===== src/rtl/adc_seq_pkg.sv =====
package adc_seq_pkg;
   typedef enum logic [1:0] {
      ST_IDLE = 2'd0,
      ST_ACQ  = 2'd1,
      ST_CONV = 2'd2
   } eng_state_e;

   localparam int NUM_SEQ = 2;
endpackage


===== src/rtl/adc_trig_latch.sv =====
module adc_trig_latch #(
   parameter int N = 2
) (
   input  logic         clk,
   input  logic         rst_n,
   input  logic [N-1:0] set_i,
   input  logic [N-1:0] clr_i,
   output logic [N-1:0] pend_o
);
   if (N < 1) begin : g_bad_n
      $error("adc_trig_latch: N must be at least 1");
   end

   // a fresh trigger in the same cycle as a grant stays latched
   always_ff @(posedge clk or negedge rst_n) begin
      if (!rst_n) pend_o <= '0;
      else        pend_o <= set_i | (pend_o & ~clr_i);
   end
endmodule


===== src/rtl/adc_acq_timer.sv =====
module adc_acq_timer #(
   parameter int W = 4
) (
   input  logic         clk,
   input  logic         rst_n,
   input  logic         load_i,
   input  logic [W-1:0] len_i,
   output logic         expired_o
);
   if (W < 1) begin : g_bad_w
      $error("adc_acq_timer: W must be at least 1");
   end

   logic [W-1:0] cnt_q;

   always_ff @(posedge clk or negedge rst_n) begin
      if (!rst_n)            cnt_q <= '0;
      else if (load_i)       cnt_q <= len_i;
      else if (cnt_q != '0)  cnt_q <= cnt_q - 1'b1;
   end

   assign expired_o = (cnt_q == '0);
endmodule


===== src/rtl/adc_result_bank.sv =====
module adc_result_bank #(
   parameter int DEPTH  = 16,
   parameter int DATA_W = 10,
   localparam int AW    = $clog2(DEPTH)
) (
   input  logic              clk,
   input  logic              rst_n,
   input  logic              we_i,
   input  logic [AW-1:0]     waddr_i,
   input  logic [DATA_W-1:0] wdata_i,
   input  logic [AW-1:0]     raddr_i,
   output logic [DATA_W-1:0] rdata_o
);
   if (DEPTH < 2 || (DEPTH & (DEPTH - 1)) != 0) begin : g_bad_depth
      $error("adc_result_bank: DEPTH must be a power of two of at least 2");
   end

   logic [DATA_W-1:0] view [DEPTH];

   for (genvar g = 0; g < DEPTH; g++) begin : g_reg
      logic [DATA_W-1:0] q;
      always_ff @(posedge clk or negedge rst_n) begin
         if (!rst_n)                              q <= '0;
         else if (we_i && waddr_i == AW'(g))      q <= wdata_i;
      end
      assign view[g] = q;
   end

   assign rdata_o = view[raddr_i];
endmodule


===== src/rtl/adc_autoseq.sv =====
module adc_autoseq
   import adc_seq_pkg::*;
#(
   parameter int DATA_W = 10,
   parameter int CHAN_W = 4,
   parameter int SLOTS  = 16,
   parameter int ACQ_W  = 4,
   localparam int PTR_W = $clog2(SLOTS)
) (
   input  logic                    clk,
   input  logic                    rst_n,
   input  logic                    cascade_en,
   input  logic [SLOTS*CHAN_W-1:0] slot_chan,
   input  logic [PTR_W-1:0]        last_slot_a,
   input  logic [PTR_W-1:0]        last_slot_b,
   input  logic                    stop_mode_a,
   input  logic                    stop_mode_b,
   input  logic                    alt_irq_a,
   input  logic                    alt_irq_b,
   input  logic                    ptr_clr_a,
   input  logic                    ptr_clr_b,
   input  logic                    sw_go_a,
   input  logic                    sw_go_b,
   input  logic                    evt_trig_a,
   input  logic                    evt_trig_b,
   input  logic                    ext_trig,
   input  logic [ACQ_W-1:0]        acq_len,
   output logic                    conv_acq,
   output logic                    conv_req,
   output logic [CHAN_W-1:0]       conv_chan,
   input  logic                    conv_done,
   input  logic [DATA_W-1:0]       conv_code,
   input  logic [PTR_W-1:0]        rd_addr,
   output logic [DATA_W-1:0]       rd_data,
   output logic                    irq_a,
   output logic                    irq_b,
   output logic                    busy
);
   localparam int HALF_W = PTR_W - 1;
   localparam logic [PTR_W-1:0] FULL_LAST = PTR_W'(SLOTS - 1);
   localparam logic [PTR_W-1:0] HALF_LAST = PTR_W'(SLOTS / 2 - 1);

   if (SLOTS < 4 || (SLOTS & (SLOTS - 1)) != 0) begin : g_bad_slots
      $error("adc_autoseq: SLOTS must be a power of two of at least 4");
   end
   if (CHAN_W < 1 || DATA_W < 1 || ACQ_W < 1) begin : g_bad_width
      $error("adc_autoseq: widths must be positive");
   end

   // channel table unpacked per slot
   logic [CHAN_W-1:0] chan_tab [SLOTS];
   for (genvar s = 0; s < SLOTS; s++) begin : g_chan
      assign chan_tab[s] = slot_chan[s*CHAN_W +: CHAN_W];
   end

   eng_state_e state_q;
   logic       act_q;
   logic [PTR_W-1:0] cnt_q;
   logic [PTR_W-1:0] ptr_q [NUM_SEQ];
   logic [PTR_W-1:0] last_cfg [NUM_SEQ];
   logic [NUM_SEQ-1:0] par_q, irq_q, pend, trig, take;
   logic [NUM_SEQ-1:0] stop_mode, alt_irq, ptr_clr;
   logic start_a, start_b;

   assign stop_mode   = {stop_mode_b, stop_mode_a};
   assign alt_irq     = {alt_irq_b, alt_irq_a};
   assign ptr_clr     = {ptr_clr_b, ptr_clr_a};
   assign last_cfg[0] = last_slot_a;
   assign last_cfg[1] = last_slot_b;

   // trigger routing: cascaded mode folds B's sources onto A
   assign trig[0] = sw_go_a | evt_trig_a | ext_trig
                  | (cascade_en & (sw_go_b | evt_trig_b));
   assign trig[1] = ~cascade_en & (sw_go_b | evt_trig_b);

   assign start_a = (state_q == ST_IDLE) & pend[0];
   assign start_b = (state_q == ST_IDLE) & ~pend[0] & pend[1] & ~cascade_en;
   assign take[0] = start_a;
   assign take[1] = start_b | cascade_en;

   adc_trig_latch #(.N(NUM_SEQ)) u_trig (
      .clk    (clk),
      .rst_n  (rst_n),
      .set_i  (trig),
      .clr_i  (take),
      .pend_o (pend)
   );

   // active-slot arithmetic
   logic [PTR_W-1:0] cur_ptr, abs_slot, nxt_ptr, slot_last, sess_last;
   logic             final_conv, done_hit, acq_load, acq_expired;

   always_comb begin
      cur_ptr   = ptr_q[act_q];
      slot_last = cascade_en ? FULL_LAST : HALF_LAST;
      sess_last = cascade_en ? last_cfg[act_q] : (last_cfg[act_q] & HALF_LAST);
      abs_slot  = act_q ? {1'b1, cur_ptr[HALF_W-1:0]} : cur_ptr;
      nxt_ptr   = (cur_ptr == slot_last) ? '0 : cur_ptr + 1'b1;
   end

   assign final_conv = (cnt_q == sess_last);
   assign done_hit   = (state_q == ST_CONV) & conv_done;
   assign acq_load   = start_a | start_b | (done_hit & ~final_conv);

   adc_acq_timer #(.W(ACQ_W)) u_acq (
      .clk       (clk),
      .rst_n     (rst_n),
      .load_i    (acq_load),
      .len_i     (acq_len),
      .expired_o (acq_expired)
   );

   // conversion engine
   always_ff @(posedge clk or negedge rst_n) begin
      if (!rst_n) begin
         state_q <= ST_IDLE;
         act_q   <= 1'b0;
         cnt_q   <= '0;
      end else begin
         unique case (state_q)
            ST_IDLE: begin
               if (start_a || start_b) begin
                  act_q   <= start_b;
                  cnt_q   <= '0;
                  state_q <= ST_ACQ;
               end
            end
            ST_ACQ: begin
               if (acq_expired) state_q <= ST_CONV;
            end
            ST_CONV: begin
               if (conv_done) begin
                  if (final_conv) state_q <= ST_IDLE;
                  else begin
                     cnt_q   <= cnt_q + 1'b1;
                     state_q <= ST_ACQ;
                  end
               end
            end
            default: state_q <= ST_IDLE;
         endcase
      end
   end

   // per-sequencer pointer, interrupt parity and interrupt pulse
   always_ff @(posedge clk or negedge rst_n) begin
      if (!rst_n) begin
         for (int i = 0; i < NUM_SEQ; i++) ptr_q[i] <= '0;
         par_q <= '0;
         irq_q <= '0;
      end else begin
         for (int i = 0; i < NUM_SEQ; i++) begin
            if (done_hit && act_q == 1'(i)) begin
               ptr_q[i] <= (final_conv && !stop_mode[i]) ? '0 : nxt_ptr;
            end else if (ptr_clr[i] && !(state_q != ST_IDLE && act_q == 1'(i))) begin
               ptr_q[i] <= '0;
            end
            irq_q[i] <= done_hit && final_conv && act_q == 1'(i)
                        && (!alt_irq[i] || par_q[i]);
            if (done_hit && final_conv && act_q == 1'(i) && alt_irq[i])
               par_q[i] <= ~par_q[i];
         end
      end
   end

   adc_result_bank #(.DEPTH(SLOTS), .DATA_W(DATA_W)) u_res (
      .clk     (clk),
      .rst_n   (rst_n),
      .we_i    (done_hit),
      .waddr_i (abs_slot),
      .wdata_i (conv_code),
      .raddr_i (rd_addr),
      .rdata_o (rd_data)
   );

   assign conv_acq  = (state_q == ST_ACQ);
   assign conv_req  = (state_q == ST_CONV);
   assign conv_chan = chan_tab[abs_slot];
   assign irq_a     = irq_q[0];
   assign irq_b     = irq_q[1];
   assign busy      = (state_q != ST_IDLE) | (|pend);
endmodule


===== config.mk =====
export PLATFORM = sky130hd
export DESIGN_NAME = adc_autoseq
export DESIGN_NICKNAME = d
export VERILOG_FILES = /design/src/rtl/adc_seq_pkg.sv /design/src/rtl/adc_trig_latch.sv /design/src/rtl/adc_acq_timer.sv /design/src/rtl/adc_result_bank.sv /design/src/rtl/adc_autoseq.sv
export SDC_FILE = /design/constraint.sdc
export NUM_CORES = 1
export LEC_CHECK = 0
export BUFFER_PORTS_ARGS = -buffer_cell sky130_fd_sc_hd__clkbuf_2
export CORE_ASPECT_RATIO = 1.75
export CORE_MARGIN = 2
export CORE_UTILIZATION = 60
export DETAILED_ROUTE_END_ITERATION = 12
export PLACE_DENSITY_LB_ADDON = 0.3
export SLEW_MARGIN = 5
export SYNTH_ARGS = -nofsm -noshare
export SYNTH_HDL_FRONTEND = slang
export SYNTH_SLANG_ARGS = --single-unit

===== constraint.sdc =====
create_clock -name clk -period 4.5 [get_ports clk]
set_clock_uncertainty 0.1 [all_clocks]
set_input_delay 0 -clock clk [delete_from_list [all_inputs] [get_ports clk]]
set_output_delay 0 -clock clk [all_outputs]
set_load 0.02 [all_outputs]

### Word-level counts from Yosys, hierarchy flattened

Cells that the tools add are included.

| word-level totals | value |
|---|---|
| register bits after elaboration | 185 |
| latch bits | 0 |
| memory bits (writable) | 0 |
| ROM bits | 0 |
| input port bits | 105 |
| output and inout port bits | 19 |
| word-level logic and storage cells | 169 |
| memories | 0 |

| operators by class | value |
|---|---|
| $add $sub $neg | 3 |
| $mul | 0 |
| div/mod/pow operators | 0 |
| order comparisons | 3 |
| eq/ne operators | 23 |
| shifts and indexed selects | 0 |
| mux-type cells | 33 |
| bitwise operators | 28 |
| reductions and logical operators | 53 |

Operators by type and width:

| kind | count |
|---|---|
| 4-bit two-way mux | 23 |
| 10-bit binary-select mux with 4-bit select | 1 |
| 4-bit == test (second input constant) | 8 |
| 1-bit logical AND | 31 |
| 10-bit two-way mux | 2 |
| 4-bit binary-select mux with 4-bit select | 1 |
| 4-bit by 3-bit == test with 1-bit output (second input constant) | 4 |
| 5-bit greater-or-equal comparator (second input constant) | 2 |
| 4-bit inverter with 5-bit output | 2 |
| 2-bit nonzero test | 5 |
| 4-bit by 1-bit adder with 4-bit output (second input constant) | 2 |
| 1-bit AND | 8 |
| 4-bit by 2-bit == test with 1-bit output (second input constant) | 2 |
| 4-bit == test | 2 |
| 4-bit logical NOT | 2 |
| 1-bit bitwise OR | 8 |
| 4-bit case mux with 2 select lines | 1 |
| 1-bit logical NOT | 6 |
| 2-bit two-way mux | 3 |
| 2-bit by 1-bit != test with 1-bit output (second input constant) | 3 |
| 1-bit inverter | 6 |
| 2-bit case mux with 3 select lines | 1 |
| 4-bit by 1-bit == test with 1-bit output (second input constant) | 1 |
| 4-bit AND reduction | 1 |
| 16 further kinds | 18 |

### Logic depth before layout (Yosys ltp)

Gate-level depths: netlist of run 1.

| logic depth | value |
|---|---|
| depth after elaboration | 10 |
| gate-level depth with buffers | 8 |
| gate-level depth less buffers | 6 |

### Hierarchy

Synthesis of run 1 repeated with hierarchy kept, for this count alone.

| unflattened totals | value |
|---|---|
| cells, all modules | 757 |
| area total of the unflattened synthesis | 9621.7 um2 |

Modules (own cells, without submodules):

| module | times used | cells each | area an instance (um2) | seq. area each (um2) |
|---|---|---|---|---|
| adc_result_bank | 1 | 446 | 7201.9 | 4003.8 |
| adc_autoseq | 1 | 283 | 2113.3 | 475.5 |
| adc_acq_timer | 1 | 22 | 234.0 | 100.1 |
| adc_trig_latch | 1 | 6 | 72.6 | 50.0 |

### Worst setup path after synthesis of run 1

Ideal clock, no wire load.

| timing | value |
|---|---|
| path type | register to register |
| from | register act_q |
| to | register u_res.g_reg[12].q[0] |
| library setup time | 125 ps |
| data arrival time | 2320 ps |
| required time | 4275 ps |
| setup slack | 1956 ps |
| stages on the path, launching flop included | 8 |
| buffers on the path | 2 |
| clock period less this slack | 2544 ps |
| cells stage by stage | dfrtp_1 > mux2i_1 > buf_4 > buf_6 > ha_1 > nand2_1 > nor2_2 > mux2_2 |

| between the ends | value |
|---|---|
| longest elaborated chain between the ends | 7 |

Ends and longest elaborated chain:

| element | RTL line | source |
|---|---|---|
| start, declared | adc_autoseq.sv:57 | `logic act_q;` |
| start signal, assigned | adc_autoseq.sv:123 | `act_q <= start_b;` |
| 1-bit inverter with 2-bit output (not written as such) | adc_autoseq.sv:94 | `cur_ptr = ptr_q[act_q];` |
| 4-bit two-way mux (not written as such) (3 in series) | adc_autoseq.sv:94 |  |
| 4-bit two-way mux (*) | adc_autoseq.sv:97 | `abs_slot = act_q ? {1'b1, cur_ptr[HALF_W-1:0]} : cur_ptr;` |
| 4-bit == test (*) | adc_result_bank.sv:24 | `else if (we_i && waddr_i == AW'(g)) q <= wdata_i;` |
| 1-bit logical AND (*) | adc_result_bank.sv:24 |  |
| end signal, assigned | adc_result_bank.sv:24 |  |
| end, declared | adc_result_bank.sv:21 | `logic [DATA_W-1:0] q;` |

Every way passes the cells marked *; elsewhere a longest branch is shown, timed or not. The select of a mux whose other input is x is not followed.
A chain may end at the register's enable or synchronous reset.

### Worst setup path in the final report of run 1

| timing | value |
|---|---|
| from | register act_q |
| to | output port conv_chan[3] |

| between the ends | value |
|---|---|
| longest elaborated chain between the ends | 9 |

Ends and longest elaborated chain:

| element | RTL line | source |
|---|---|---|
| 1-bit inverter with 2-bit output (not written as such) | adc_autoseq.sv:94 |  |
| 4-bit two-way mux (not written as such) (3 in series) | adc_autoseq.sv:94 |  |
| 4-bit two-way mux (*) | adc_autoseq.sv:97 |  |
| 4-bit inverter with 5-bit output (not written as such) (*) | adc_autoseq.sv:178 | `assign conv_chan = chan_tab[abs_slot];` |
| 4-bit binary-select mux with 4-bit select (*) | adc_autoseq.sv:178 |  |
| 4-bit two-way mux (not written as such) (*) (2 in series) | adc_autoseq.sv:178 |  |
| end, declared | adc_autoseq.sv:30 | `output logic [CHAN_W-1:0] conv_chan,` |

Marked as above.

==> metrics.log, run 1 <==
[metrics] post-synthesis sequential element count: 185
[metrics] CTS tree: built
[metrics] # clock sinks: 185
[metrics] Setup Viol. Count Final: 0
[metrics] Slew Viols, Final: 0
[metrics] DRC: 0
[metrics] total routing resource utilization after global routing: 27.9%
[metrics] data arrival at the endpoint of the critical path: 3.14 ns
[metrics] WL met2: 12.7 mm
[metrics] CP Cell Sequence: buf_4 > mux2i_2 > buf_4 > mux4_1 > a22oi_1 > nand3_1 > clkbuf_2
[metrics] root cell of the clock tree: sky130_fd_sc_hd__clkbuf_16
[metrics] Final HPWL DP: 15.5 mm
[metrics] compound-gate portion of the synthesized area: 7.27%
[metrics] Min Clock Period, post-route: 3.24 ns
[metrics] area of the placeable core: 15900 um^2
[metrics] status: complete, no violations
[metrics] first drt pass iteration count: 5
[metrics] clock latency at the later pin of the worst-skew pair: approximately 0.42 ns
[metrics] count of instances resized after the clock tree is built: 0
[metrics] number of diodes: 0
[metrics] type of the worst setup path: reg2out
[metrics] reg2reg path depth: 7
[metrics] routability cong.: 0.838
[metrics] CTS clock-pin slew for the worst setup and hold paths: 0.07 ns
[metrics] area of the die: 17300 um^2
[metrics] top fanout value on the critical path: 38
[metrics] share of layout cells above drive strength 1: 48.4%
[metrics] source of the worst register-to-register timing path: act_q
[metrics] Die Span Y: 172 um
[metrics] capturing point of the worst reg2reg path: irq_q[1]
[metrics] simple-gate share of the synthesized area: 6.81%
[metrics] I/O Buffers: 123
[metrics] Final Non-Filler Cells: about 1.0k
[metrics] GRT overflow: 0
[metrics] synth warn: 0
[metrics] fraction of synthesized cell area taken by the top area cell type: 47.6%
[metrics] total power density per cell area: 360 nW/um^2
[metrics] via count of the first global-routing pass: 7128
[metrics] layout-stage area growth over the synthesis result: 16.4%
[metrics] xor/xnor share of the synthesized area: less than 1%
[metrics] number of H-tree branching levels: 4
[metrics] placed insts: 976
[metrics] leading post-synthesis cells by instance count: sky130_fd_sc_hd__dfrtp_1 (185), sky130_fd_sc_hd__mux2_2 (164), sky130_fd_sc_hd__mux4_2 (55), sky130_fd_sc_hd__nor2_1 (28), sky130_fd_sc_hd__o21ai_0 (25)
[metrics] Cell Area, Synth: 9730 um^2
[metrics] most area-consuming cells after synthesis: sky130_fd_sc_hd__dfrtp_1 (48%), sky130_fd_sc_hd__mux2_2 (19%), sky130_fd_sc_hd__mux4_2 (13%), sky130_fd_sc_hd__o211ai_1 (1.3%), sky130_fd_sc_hd__o21ai_0 (1.3%)
[metrics] Critical Path Slowest Stage Cell: sky130_fd_sc_hd__mux4_1
[metrics] number of cells on the critical path: 7
[metrics] leakage: 5.36 nW
[metrics] detailed router's first-iteration violation count: 340
[metrics] maximum number of pins on one net before global-route repair: 102
[metrics] share of the yosys chip area belonging to registers: 47.6%
[metrics] effective utilization at floorplan: 61.3%
[metrics] final worst path period share: approximately 72%
[metrics] count leader, synth: sky130_fd_sc_hd__dfrtp_1
[metrics] dominant combinational cell family by area after synthesis: multiplexers
[metrics] Via density: 6.38
[metrics] Crit path required time: 4.40 ns
[metrics] worst hold path class: in2async
[metrics] die width: 100 um
[metrics] most common flop cell mapped by yosys: sky130_fd_sc_hd__dfrtp_1
[metrics] highest signal layer in the routed design: met4
[metrics] remaining max-slew budget at the tightest pin: 39.7%
[metrics] initial antenna violation count: 0
[metrics] via total after detailed routing: 6633
[metrics] remaining antenna violation count after routing: 0
[metrics] overall routed net length: 22.9 mm
[metrics] critical path capture point type: output port
[metrics] first-pass GRT wire length: 36.5 mm
[metrics] peak ir drop on the vdd network: 0.248 mV
[metrics] cell type with the highest occurrence count on the critical path: sky130_fd_sc_hd__buf_4
[metrics] largest incremental delay on the critical path: 0.58 ns
[metrics] Post-synth ARST share: 100%
[metrics] total clock buffers created by CTS: 17
[metrics] deepest clock path buffer count: 2
[metrics] biggest area consumer among synthesized cells: sky130_fd_sc_hd__dfrtp_1
[metrics] final routed wire length divided by cell count: 22.0 um
[metrics] Max-Cap Viols: 0
[metrics] share of synthesized cell area in full adder, half adder and majority cells: 0.772%
[metrics] Least-Margin Pin Slew: 0.905 ns
[metrics] Cell variety after synth: 58
[metrics] r2r setup slk: 1.52 ns
[metrics] number of cell rows: 61
[metrics] final-report hold violation count: 0
[metrics] Crit path buffers/inverters: 3
[metrics] Post-Syn Instances: ~700
[metrics] met1 layer wirelength in the final routing: 8.44 mm
[metrics] post-synthesis mux area share: 34.0%
[metrics] number of flops mapped to enable cells by yosys: 0
[metrics] total nets after synthesis: 810
[metrics] Crit path max-delay family: multiplexers
[metrics] mean post-synth cell area: 13.9 um^2
[metrics] type of origin of the critical path: flip-flop
[metrics] aggregate negative setup slack: 0 ns
[metrics] DR WL met3: 943 um
[metrics] unrepaired setup endpoints after global routing: false
[metrics] total I/O pin count: 124
[metrics] Nets: approximately 950
[metrics] Max Clock Freq: 0.309 GHz
==> worst register-to-register path, stage by stage, from the launching register on <==
cell and delay, ns:
sky130_fd_sc_hd__dfrtp_1 0.37, sky130_fd_sc_hd__buf_4 0.43, sky130_fd_sc_hd__mux2i_1 0.31, sky130_fd_sc_hd__xor2_1 0.16, sky130_fd_sc_hd__nand2_1 0.27, sky130_fd_sc_hd__or2_4 0.39
sky130_fd_sc_hd__a2111oi_4 0.31, sky130_fd_sc_hd__dlygate4sd3_1 0.59
==> metal layers <==
metal	vias to the layer above	track usage, %
met5	-	0
met3	47	4.53
met4	0	11.5
li1	2922	-
met1	3442	32.1
met2	222	50.9
==> worst max path at each step <==
stage | start | to
finish | act_q | conv_chan[3]
global route | act_q | conv_chan[1]
CTS | act_q | conv_chan[1]
detailed placement | act_q | u_res.g_reg[12].q[8]
global placement | act_q | u_res.g_reg[12].q[1]
floorplan | act_q | u_res.g_reg[12].q[0]
==> stage by stage <==
stage | util [%] | hold slack (ns) | cell area, um^2 | power (mW) | setup slack [ns]
floorplan | - | -0.396 | 9730 | 2.43 | 1.96
global placement | 65.8 | 0.0400 | 10400 | 2.61 | 1.76
detailed placement | 65.8 | 0.0566 | 10400 | 2.65 | 1.60
CTS | 71.3 | 0.116 | 11300 | 4.09 | 1.27
global route | 71.3 | 0.177 | 11300 | 4.25 | 1.10
finish | 71.3 | 0.116 | 11300 | 4.08 | 1.26
==> cells in the final DEF, fill, tap and decap left out, types with 5 or more instances in the layout <==
cell type,Yosys,routed
sky130_fd_sc_hd__dfrtp_1,185,185
sky130_fd_sc_hd__mux2_2,164,164
sky130_fd_sc_hd__clkbuf_2,0,122
sky130_fd_sc_hd__mux4_2,55,55
sky130_fd_sc_hd__dlygate4sd3_1,0,31
sky130_fd_sc_hd__nor2_1,28,28
sky130_fd_sc_hd__o21ai_0,25,25
sky130_fd_sc_hd__nand2_1,24,24
sky130_fd_sc_hd__o211ai_1,17,17
sky130_fd_sc_hd__clkbuf_16,0,17
sky130_fd_sc_hd__inv_1,14,14
sky130_fd_sc_hd__a21oi_1,12,12
sky130_fd_sc_hd__nor3_1,9,9
sky130_fd_sc_hd__mux2i_1,9,8
sky130_fd_sc_hd__nand3_1,8,8
sky130_fd_sc_hd__nor2_4,8,8
sky130_fd_sc_hd__buf_4,1,8
sky130_fd_sc_hd__o31ai_1,7,7
sky130_fd_sc_hd__nor2b_1,6,6
sky130_fd_sc_hd__nand2b_1,6,6
sky130_fd_sc_hd__ha_1,6,6
sky130_fd_sc_hd__inv_6,0,6
sky130_fd_sc_hd__or3_1,5,5
sky130_fd_sc_hd__o21bai_1,5,5
sky130_fd_sc_hd__xnor2_1,5,5
sky130_fd_sc_hd__nand3_4,5,5
==> repair_timing <==
action	in CTS	in global routing
hold buffers	31	0
hold endpoints to repair	278	0
endpoints found under the setup margin	0	0
buffers inserted	0	0
==> where the power goes <==
part	switching, mW	internal [mW]
Sequential	0.0871	1.76
Combinational	0.425	0.373
Clock	0.659	0.777
==> flip-flops by register name, indices dropped and copies added, names as in the netlist, 2 cells and up <==
signal         flops
u_acq.cnt_q        4
u_trig.pend_o      2
ptr_q              8
u_res.g.q        160
irq_q              2
state_q            2
cnt_q              4
par_q              2
==> cell families after synthesis <==
kind of cell	count (synthesis)
muxes	235
DFF	185
and+or+nand+nor	112
AOI/OAI and AO/OA	95
buffers and inverters	58
xor gates and xnor gates	8
adders and majority gates	6
==> cell type report <==
type | instances | area [um^2]
multi-input cells | 456 | 4840
well taps | 189 | 236
flip-flops and latches | 185 | 4630
clock buffers | 18 | 429
clock inverters | 14 | 136
fillers | 1109 | 4560
repair buffers | 162 | 992
inverters | 15 | 56.3
Note: power is estimated with default switching activity, not from simulation.
==> run 2, diff against run 1 <==
Settings changed: CORE_UTILIZATION 60 to 53.
Clock period 4.5 ns to 2.6 ns, I/O delays scaled along.
==> run 2 against run 1 <==
  * First-iteration DRC count down 18%
  * Sequential share of layout area down 1.6 points
  * Die area up 13%
  * Sequential cell count unchanged
  * Critical path depth unchanged
  * Design area up 4.0%
  * Sequential power up 71%
  * Non-clock buffer count up 27
  * Clock power up 91%
==> metrics.log, run 2 (same netlist as run 1, synthesis figures left out) <==
[metrics] status: complete, no violations
[metrics] die width: 106 um
[metrics] number of H-tree branching levels: 4
[metrics] fill cell count: 1309
[metrics] total power of the final layout: 7.58 mW
[metrics] clock latency at the later pin of the worst-skew pair: 0.43 ns
[metrics] Min Clock Period, post-route: 2.51 ns
[metrics] Crit path required time: 2.50 ns
[metrics] critical path capture point type: output port
[metrics] DRC: 0
[metrics] maximum number of pins on one net before global-route repair: just under 70
[metrics] worst hold path class: in2async
[metrics] Most flops, register: u_res.g.q
[metrics] remaining antenna violation count after routing: 0
[metrics] combinational group share of total power: around 22%
[metrics] Setup crit start: act_q
[metrics] reg2reg path depth: 6
[metrics] Slew Viols, Final: 0
[metrics] Max Clock Freq: 0.399 GHz
[metrics] share of total power consumed by net switching: about 27%
[metrics] via total after detailed routing: 6696
[metrics] highest-count cells in the layout ignoring fill and taps: sky130_fd_sc_hd__dfrtp_1 (184), sky130_fd_sc_hd__mux2_2 (164), sky130_fd_sc_hd__clkbuf_2 (120)
[metrics] total clock buffers created by CTS: 17
[metrics] r2r setup slk: 0.14 ns
[metrics] share of layout cells above drive strength 1: 51.4%
[metrics] first drt pass iteration count: 5
[metrics] deepest clock path buffer count: 2
[metrics] overall routed net length: 24.0 mm
[metrics] Final HPWL DP: 16.6 mm
[metrics] total routing resource utilization after global routing: 25.9%
[metrics] Least-Margin Pin Slew: 0.734 ns
[metrics] most common cell after layout, fill and taps aside: sky130_fd_sc_hd__dfrtp_1
[metrics] Critical Path End: conv_chan[0]
[metrics] cell-internal power: 5.52 mW
[metrics] I/O Buffers: between 100 and 150
[metrics] CTS tree: built
[metrics] top fanout value on the critical path: 8
[metrics] NetSw: between 2 and 2.5 mW
[metrics] data arrival at the endpoint of the critical path: roughly 2.4 ns
[metrics] peak ir drop on the vdd network: 0.381 mV
[metrics] capturing point of the worst reg2reg path: u_res.g_reg[4].q[3]
[metrics] number of cell rows: 65
[metrics] Max-Cap Viols: 0
[metrics] type of the worst setup path: reg2out
[metrics] Setup Viol. Count Final: 0
[metrics] CTS clock-pin slew for the worst setup and hold paths: approximately 0.07 ns
[metrics] final routed wire length divided by cell count: 21.6 um
[metrics] area of the die: 19500 um^2
[metrics] area of the placeable core: 18000 um^2
[metrics] root cell of the clock tree: sky130_fd_sc_hd__clkbuf_16
[metrics] final-report hold violation count: 0
[metrics] GRT overflow: 0
[metrics] Worst Slack Setup Final: 0.0931 ns
[metrics] first-pass GRT wire length: 38.3 mm
[metrics] number of diodes: 0
[metrics] clock network fraction of total power: a little over a third
[metrics] final worst path period share: around 96%
[metrics] sequential group share of total power: 41.4%
[metrics] leakage: 5.53 nW
[metrics] source of the worst register-to-register timing path: act_q
[metrics] flip-flop count of the largest register after layout: 160
[metrics] largest registers: u_res.g.q: 160 flops, ptr_q: 8 flops
[metrics] detailed router's first-iteration violation count: 280
[metrics] total power density per cell area: about 640 nW/um^2
[metrics] initial antenna violation count: 0
[metrics] pre-CTS setup slack: 0.126 ns
[metrics] effective utilization at floorplan: 54.1%
[metrics] remaining max-slew budget at the tightest pin: 51.0%
[metrics] Die Span Y: 183 um
[metrics] routability cong.: between 0.8 and 0.9
[metrics] total I/O pin count: between 100 and 150
[metrics] layout-stage area growth over the synthesis result: 21.0%
[metrics] type of origin of the critical path: flip-flop
[metrics] Via density: ~6
[metrics] via count of the first global-routing pass: 7378
[metrics] unrepaired setup endpoints after global routing: true
[metrics] Nets: ~1000
[metrics] # clock sinks: 185
[run 2: cell count changes in the layout (fill, tap and decap cells not counted), moves of 2 or more]
cell | before | now
sky130_fd_sc_hd__clkbuf_2 | 122 | 120
sky130_fd_sc_hd__dlygate4sd3_1 | 31 | 27
sky130_fd_sc_hd__o21ai_0 | 25 | 23
sky130_fd_sc_hd__inv_6 | 6 | 4
sky130_fd_sc_hd__mux4_1 | 3 | 1
sky130_fd_sc_hd__mux4_2 | 55 | 57
sky130_fd_sc_hd__buf_4 | 8 | 30
sky130_fd_sc_hd__a22oi_2 | 1 | 5
sky130_fd_sc_hd__o21ai_1 | 0 | 2
sky130_fd_sc_hd__bufinv_16 | 1 | 4
sky130_fd_sc_hd__a22oi_1 | 4 | 0
sky130_fd_sc_hd__buf_12 | 0 | 8
[run 2: metrics by stage]
step	TNS, ns	hold WS, ns	cells	util (%)	cell area (um^2)
2_1_floorplan	0	-0.396	699	-	9730
3_3_place_gp	0	-0.0692	1045	59.9	10800
3_5_place_dp	0	-0.0641	1045	59.9	10800
4_1_cts	0	0.0510	1104	65.0	11700
5_1_grt	-0.0444	0.0837	1110	65.5	11800
6_report	0	0.0373	1110	65.5	11800
[run 2: layout make-up]
| cell class | count | area (um^2) | area share (%) |
|---|---|---|---|
| sequential | 185 | 4630 | 39.3 |
| inverter | 15 | 56.3 | 0.478 |
| multi-input combinational | 456 | 4860 | 41.3 |
| tap | 234 | 293 | 2.49 |
| clock buffer | 18 | 439 | 3.73 |
| timing repair buffer | 189 | 1300 | 11.0 |
| clock inverter | 13 | 191 | 1.63 |
[run 2: routing by layer]
layer  vias to the layer above  track usage [%]  routed length (um)
met4                         0             12.5                1030
li1                       2971                -                   -
met5                         -                0                   0
met3                        69             4.26                 915
met2                       226             47.0               13100
met1                      3430             29.3                9000
[run 2: repair_timing]
item / CTS / global route
setup endpoints to repair: 4 / 4
buffers inserted: 1 / 6
hold buffers: 27 / 0
resized for setup: 3 / 14
hold endpoints to repair: 311 / 0
cloned: 0 / 0
[run 2: critical path: stages, from the launching register on]
cell                       delay, ns
sky130_fd_sc_hd__dfrtp_2        0.45
sky130_fd_sc_hd__mux2i_4        0.31
sky130_fd_sc_hd__buf_8          0.18
sky130_fd_sc_hd__buf_12         0.11
sky130_fd_sc_hd__mux4_2         0.50
sky130_fd_sc_hd__a22oi_2        0.14
sky130_fd_sc_hd__o211ai_1       0.11
sky130_fd_sc_hd__buf_4          0.17
[run 2: worst min path at each step]
stage	start	endpoint	slack, ns	cells past startpoint
2_1_floorplan	rst_n	act_q	-0.40	0
3_3_place_gp	rst_n	u_res.g_reg[7].q[3]	-0.07	1
3_5_place_dp	rst_n	u_res.g_reg[15].q[3]	-0.06	1
4_1_cts	rst_n	u_res.g_reg[15].q[3]	0.05	2
5_1_grt	rst_n	u_res.g_reg[12].q[3]	0.08	2
6_report	rst_n	u_res.g_reg[12].q[3]	0.04	2
[run 2: power by group through the flow]
stage / Clock [mW] / Combinational, mW / Sequential (mW)
floorplan: 0 / 1.04 / 3.16
global placement: 0 / 1.43 / 3.17
detailed placement: 0 / 1.50 / 3.19
CTS: 2.80 / 1.56 / 3.14
global route: 2.91 / 1.83 / 3.16
finish: 2.75 / 1.69 / 3.14
==> run 3, diff against run 2 <==
==> constraint.sdc (replaced) <==
create_clock -name clk -period 2.6 [get_ports clk]
set_clock_uncertainty 0.1 [all_clocks]
set_input_delay 0.26 -clock clk [delete_from_list [all_inputs] [get_ports clk]]
set_output_delay 0.26 -clock clk [all_outputs]
set_load 0.02 [all_outputs]
==> run 3 against run 2 <==
  * The flow now finishes with violations (setup timing)
  * Design area shrank 1.2%
  * Sequential share of layout area increased by 0.49 points
  * Count of clock-buffer cells in the layout rose by 2
  * Critical path depth down 1
  * Die area did not move
  * Non-clock buffer count is 15 lower
  * Routed wire length increased by 0.70%
  * Power shrank 2.5%
  * First-iteration DRC count is 26% higher
  * Final cell count down 1.3%
  * Critical endpoint is now conv_chan[1]
  * Largest power group unchanged
  * Highest routed layer unchanged
==> metrics.log, run 3 (same netlist as run 1, synthesis figures left out) <==
[metrics] source of the worst register-to-register timing path: act_q
[metrics] fill cell count: 1300
[metrics] root cell of the clock tree: sky130_fd_sc_hd__clkbuf_16
[metrics] Max-Cap Viols: 0
[metrics] CTS clock-pin slew for the worst setup and hold paths: 0.07 ns
[metrics] Worst Slack Setup Final: -0.0717 ns
[metrics] Setup crit start: act_q
[metrics] most common cell after layout, fill and taps aside: sky130_fd_sc_hd__dfrtp_1
[metrics] GRT overflow: 0
[metrics] Via density: just over 6
[metrics] number of cell rows: 65
[metrics] status: finished, violations left
[metrics] final routed wire length divided by cell count: 22.1 um
[metrics] Core Util, Final: 64.7%
[metrics] area of the placeable core: 18000 um^2
[metrics] leakage: 5.47 nW
[metrics] initial antenna violation count: 0
[metrics] I/O Buffers: 123
[metrics] effective utilization at floorplan: 54.1%
[metrics] routability cong.: 0.879
[metrics] data arrival at the endpoint of the critical path: 2.31 ns
[metrics] flip-flop count of the largest register after layout: 160
[metrics] number of diodes: 0
[metrics] CTS tree: built
[metrics] Final HPWL DP: roughly 17 mm
[metrics] via total after detailed routing: 6687
[metrics] unrepaired setup endpoints after global routing: true
[metrics] Crit path buffers/inverters: 2
[metrics] peak ir drop on the vdd network: 0.374 mV
[metrics] type of the worst setup path: reg2out
[metrics] worst hold path class: in2reg
[metrics] maximum number of pins on one net before global-route repair: 77
[metrics] highest-count cells in the layout ignoring fill and taps: sky130_fd_sc_hd__dfrtp_1 (184), sky130_fd_sc_hd__mux2_2 (164), sky130_fd_sc_hd__clkbuf_2 (118)
[metrics] Min Clock Period, post-route: 2.67 ns
[metrics] largest incremental delay on the critical path: 0.51 ns
[metrics] Max Clock Freq: 0.374 GHz
[metrics] Least-Margin Pin Slew: a little over 0.8 ns
[metrics] Crit path required time: 2.24 ns
[metrics] share of layout cells above drive strength 1: 52.8%
[metrics] total power of the final layout: 7.39 mW
[metrics] largest registers: u_res.g.q: 160 flops, ptr_q: 8 flops
[metrics] deepest clock path buffer count: 2
[metrics] critical path capture point type: output port
[metrics] first-pass GRT wire length: 38.4 mm
[metrics] overall routed net length: 24.2 mm
[metrics] total power density per cell area: 635 nW/um^2
[metrics] total routing resource utilization after global routing: 26.2%
[metrics] Final Non-Filler Cells: 1096
[metrics] failing checks: setup timing
[metrics] Die Span Y: 183 um
[metrics] Setup Viol. Count Final: 4
[metrics] area of the die: around 19000 um^2
[metrics] Nets: 960
[metrics] final-report hold violation count: 0
[metrics] total clock buffers created by CTS: 17
[metrics] die width: approximately 110 um
[metrics] type of origin of the critical path: flip-flop
[metrics] final worst path period share: 103%
[metrics] total I/O pin count: 124
[metrics] Critical Path Slowest Stage Cell: sky130_fd_sc_hd__mux4_2
[metrics] Most flops, register: u_res.g.q
[metrics] placed insts: 1048
[metrics] clock latency at the later pin of the worst-skew pair: 0.43 ns
[metrics] Crit path max-delay family: multiplexers
[metrics] remaining max-slew budget at the tightest pin: a little under half
[metrics] detailed router's first-iteration violation count: 353
[metrics] remaining antenna violation count after routing: 0
[metrics] Slew Viols, Final: 0
[metrics] DRC: 0
[metrics] via count of the first global-routing pass: 7283
[metrics] start point of the worst hold path: evt_trig_b
[metrics] first drt pass iteration count: 5
[metrics] layout-stage area growth over the synthesis result: 19.5%
[metrics] CP Cell Sequence: mux2i_4 > buf_12 > mux4_2 > a22oi_2 > o211ai_1 > buf_4
[metrics] number of H-tree branching levels: 4
[metrics] # clock sinks: 185
[metrics] top fanout value on the critical path: 7
-- run 3: final cells by class --
type	instances	area (um^2)	share of cell area [%]
multi-input cells	456	4870	41.9
flip-flops and latches	185	4630	39.8
repair buffers	174	1180	10.1
clock buffers	20	457	3.93
well taps	234	293	2.52
clock inverters	12	140	1.21
inverters	15	58.8	0.506
-- run 3: path summary, 6_finish.rpt --
path                                   endpoint  depth (start not counted)  slack [ns]
max                                conv_chan[1]                          6       -0.07
min                            u_trig.pend_o[0]                          3        0.03
max reg2reg                u_res.g_reg[14].q[7]                          8        0.10
min reg2reg                 u_res.g_reg[0].q[8]                          1        0.40
max in group asynchronous  u_res.g_reg[13].q[7]                          3        1.22
min in group asynchronous  u_res.g_reg[13].q[3]                          2        0.32
-- run 3: per-layer routing --
layer	vias up	routed length [um]	GRT usage [%]
met5	-	0	0
met4	0	794	11.8
met3	50	1080	3.84
met2	249	13700	49.1
met1	3451	8570	28.8
li1	2937	-	-
-- run 3: tightest hold or removal path: stages --
cell                       delay, ns
sky130_fd_sc_hd__clkbuf_2       0.08
sky130_fd_sc_hd__nor2_1         0.05
sky130_fd_sc_hd__o211ai_1       0.14
-- run 3: timing repair --
item | in CTS | in global routing
setup endpoints to repair | 4 | 27
hold buffers | 11 | 0
buffers inserted | 4 | 1
hold endpoints to repair | 82 | 0
gates resized for setup | 19 | 10
pin swaps | 4 | 2
-- run 3: report_power, final --
group | switching (mW) | total (mW) | internal [mW]
logic | 0.840 | 1.63 | 0.787
registers | 0.108 | 3.15 | 3.04
clock network | 1.13 | 2.61 | 1.48
-- run 3: per-stage QoR --
stage | setup slack, ns | hold WS (ns) | setup TNS [ns] | area (um^2)
final | -0.0717 | 0.0338 | -0.243 | 11600
after global routing | -0.169 | 0.0709 | -0.618 | 11600
after CTS | -0.101 | 0.0198 | -0.325 | 11600
after detailed placement | 0.0572 | 0.239 | 0 | 10800
after global placement | 0.176 | 0.221 | 0 | 10800
after floorplan | 0.0555 | -0.136 | 0 | 9730
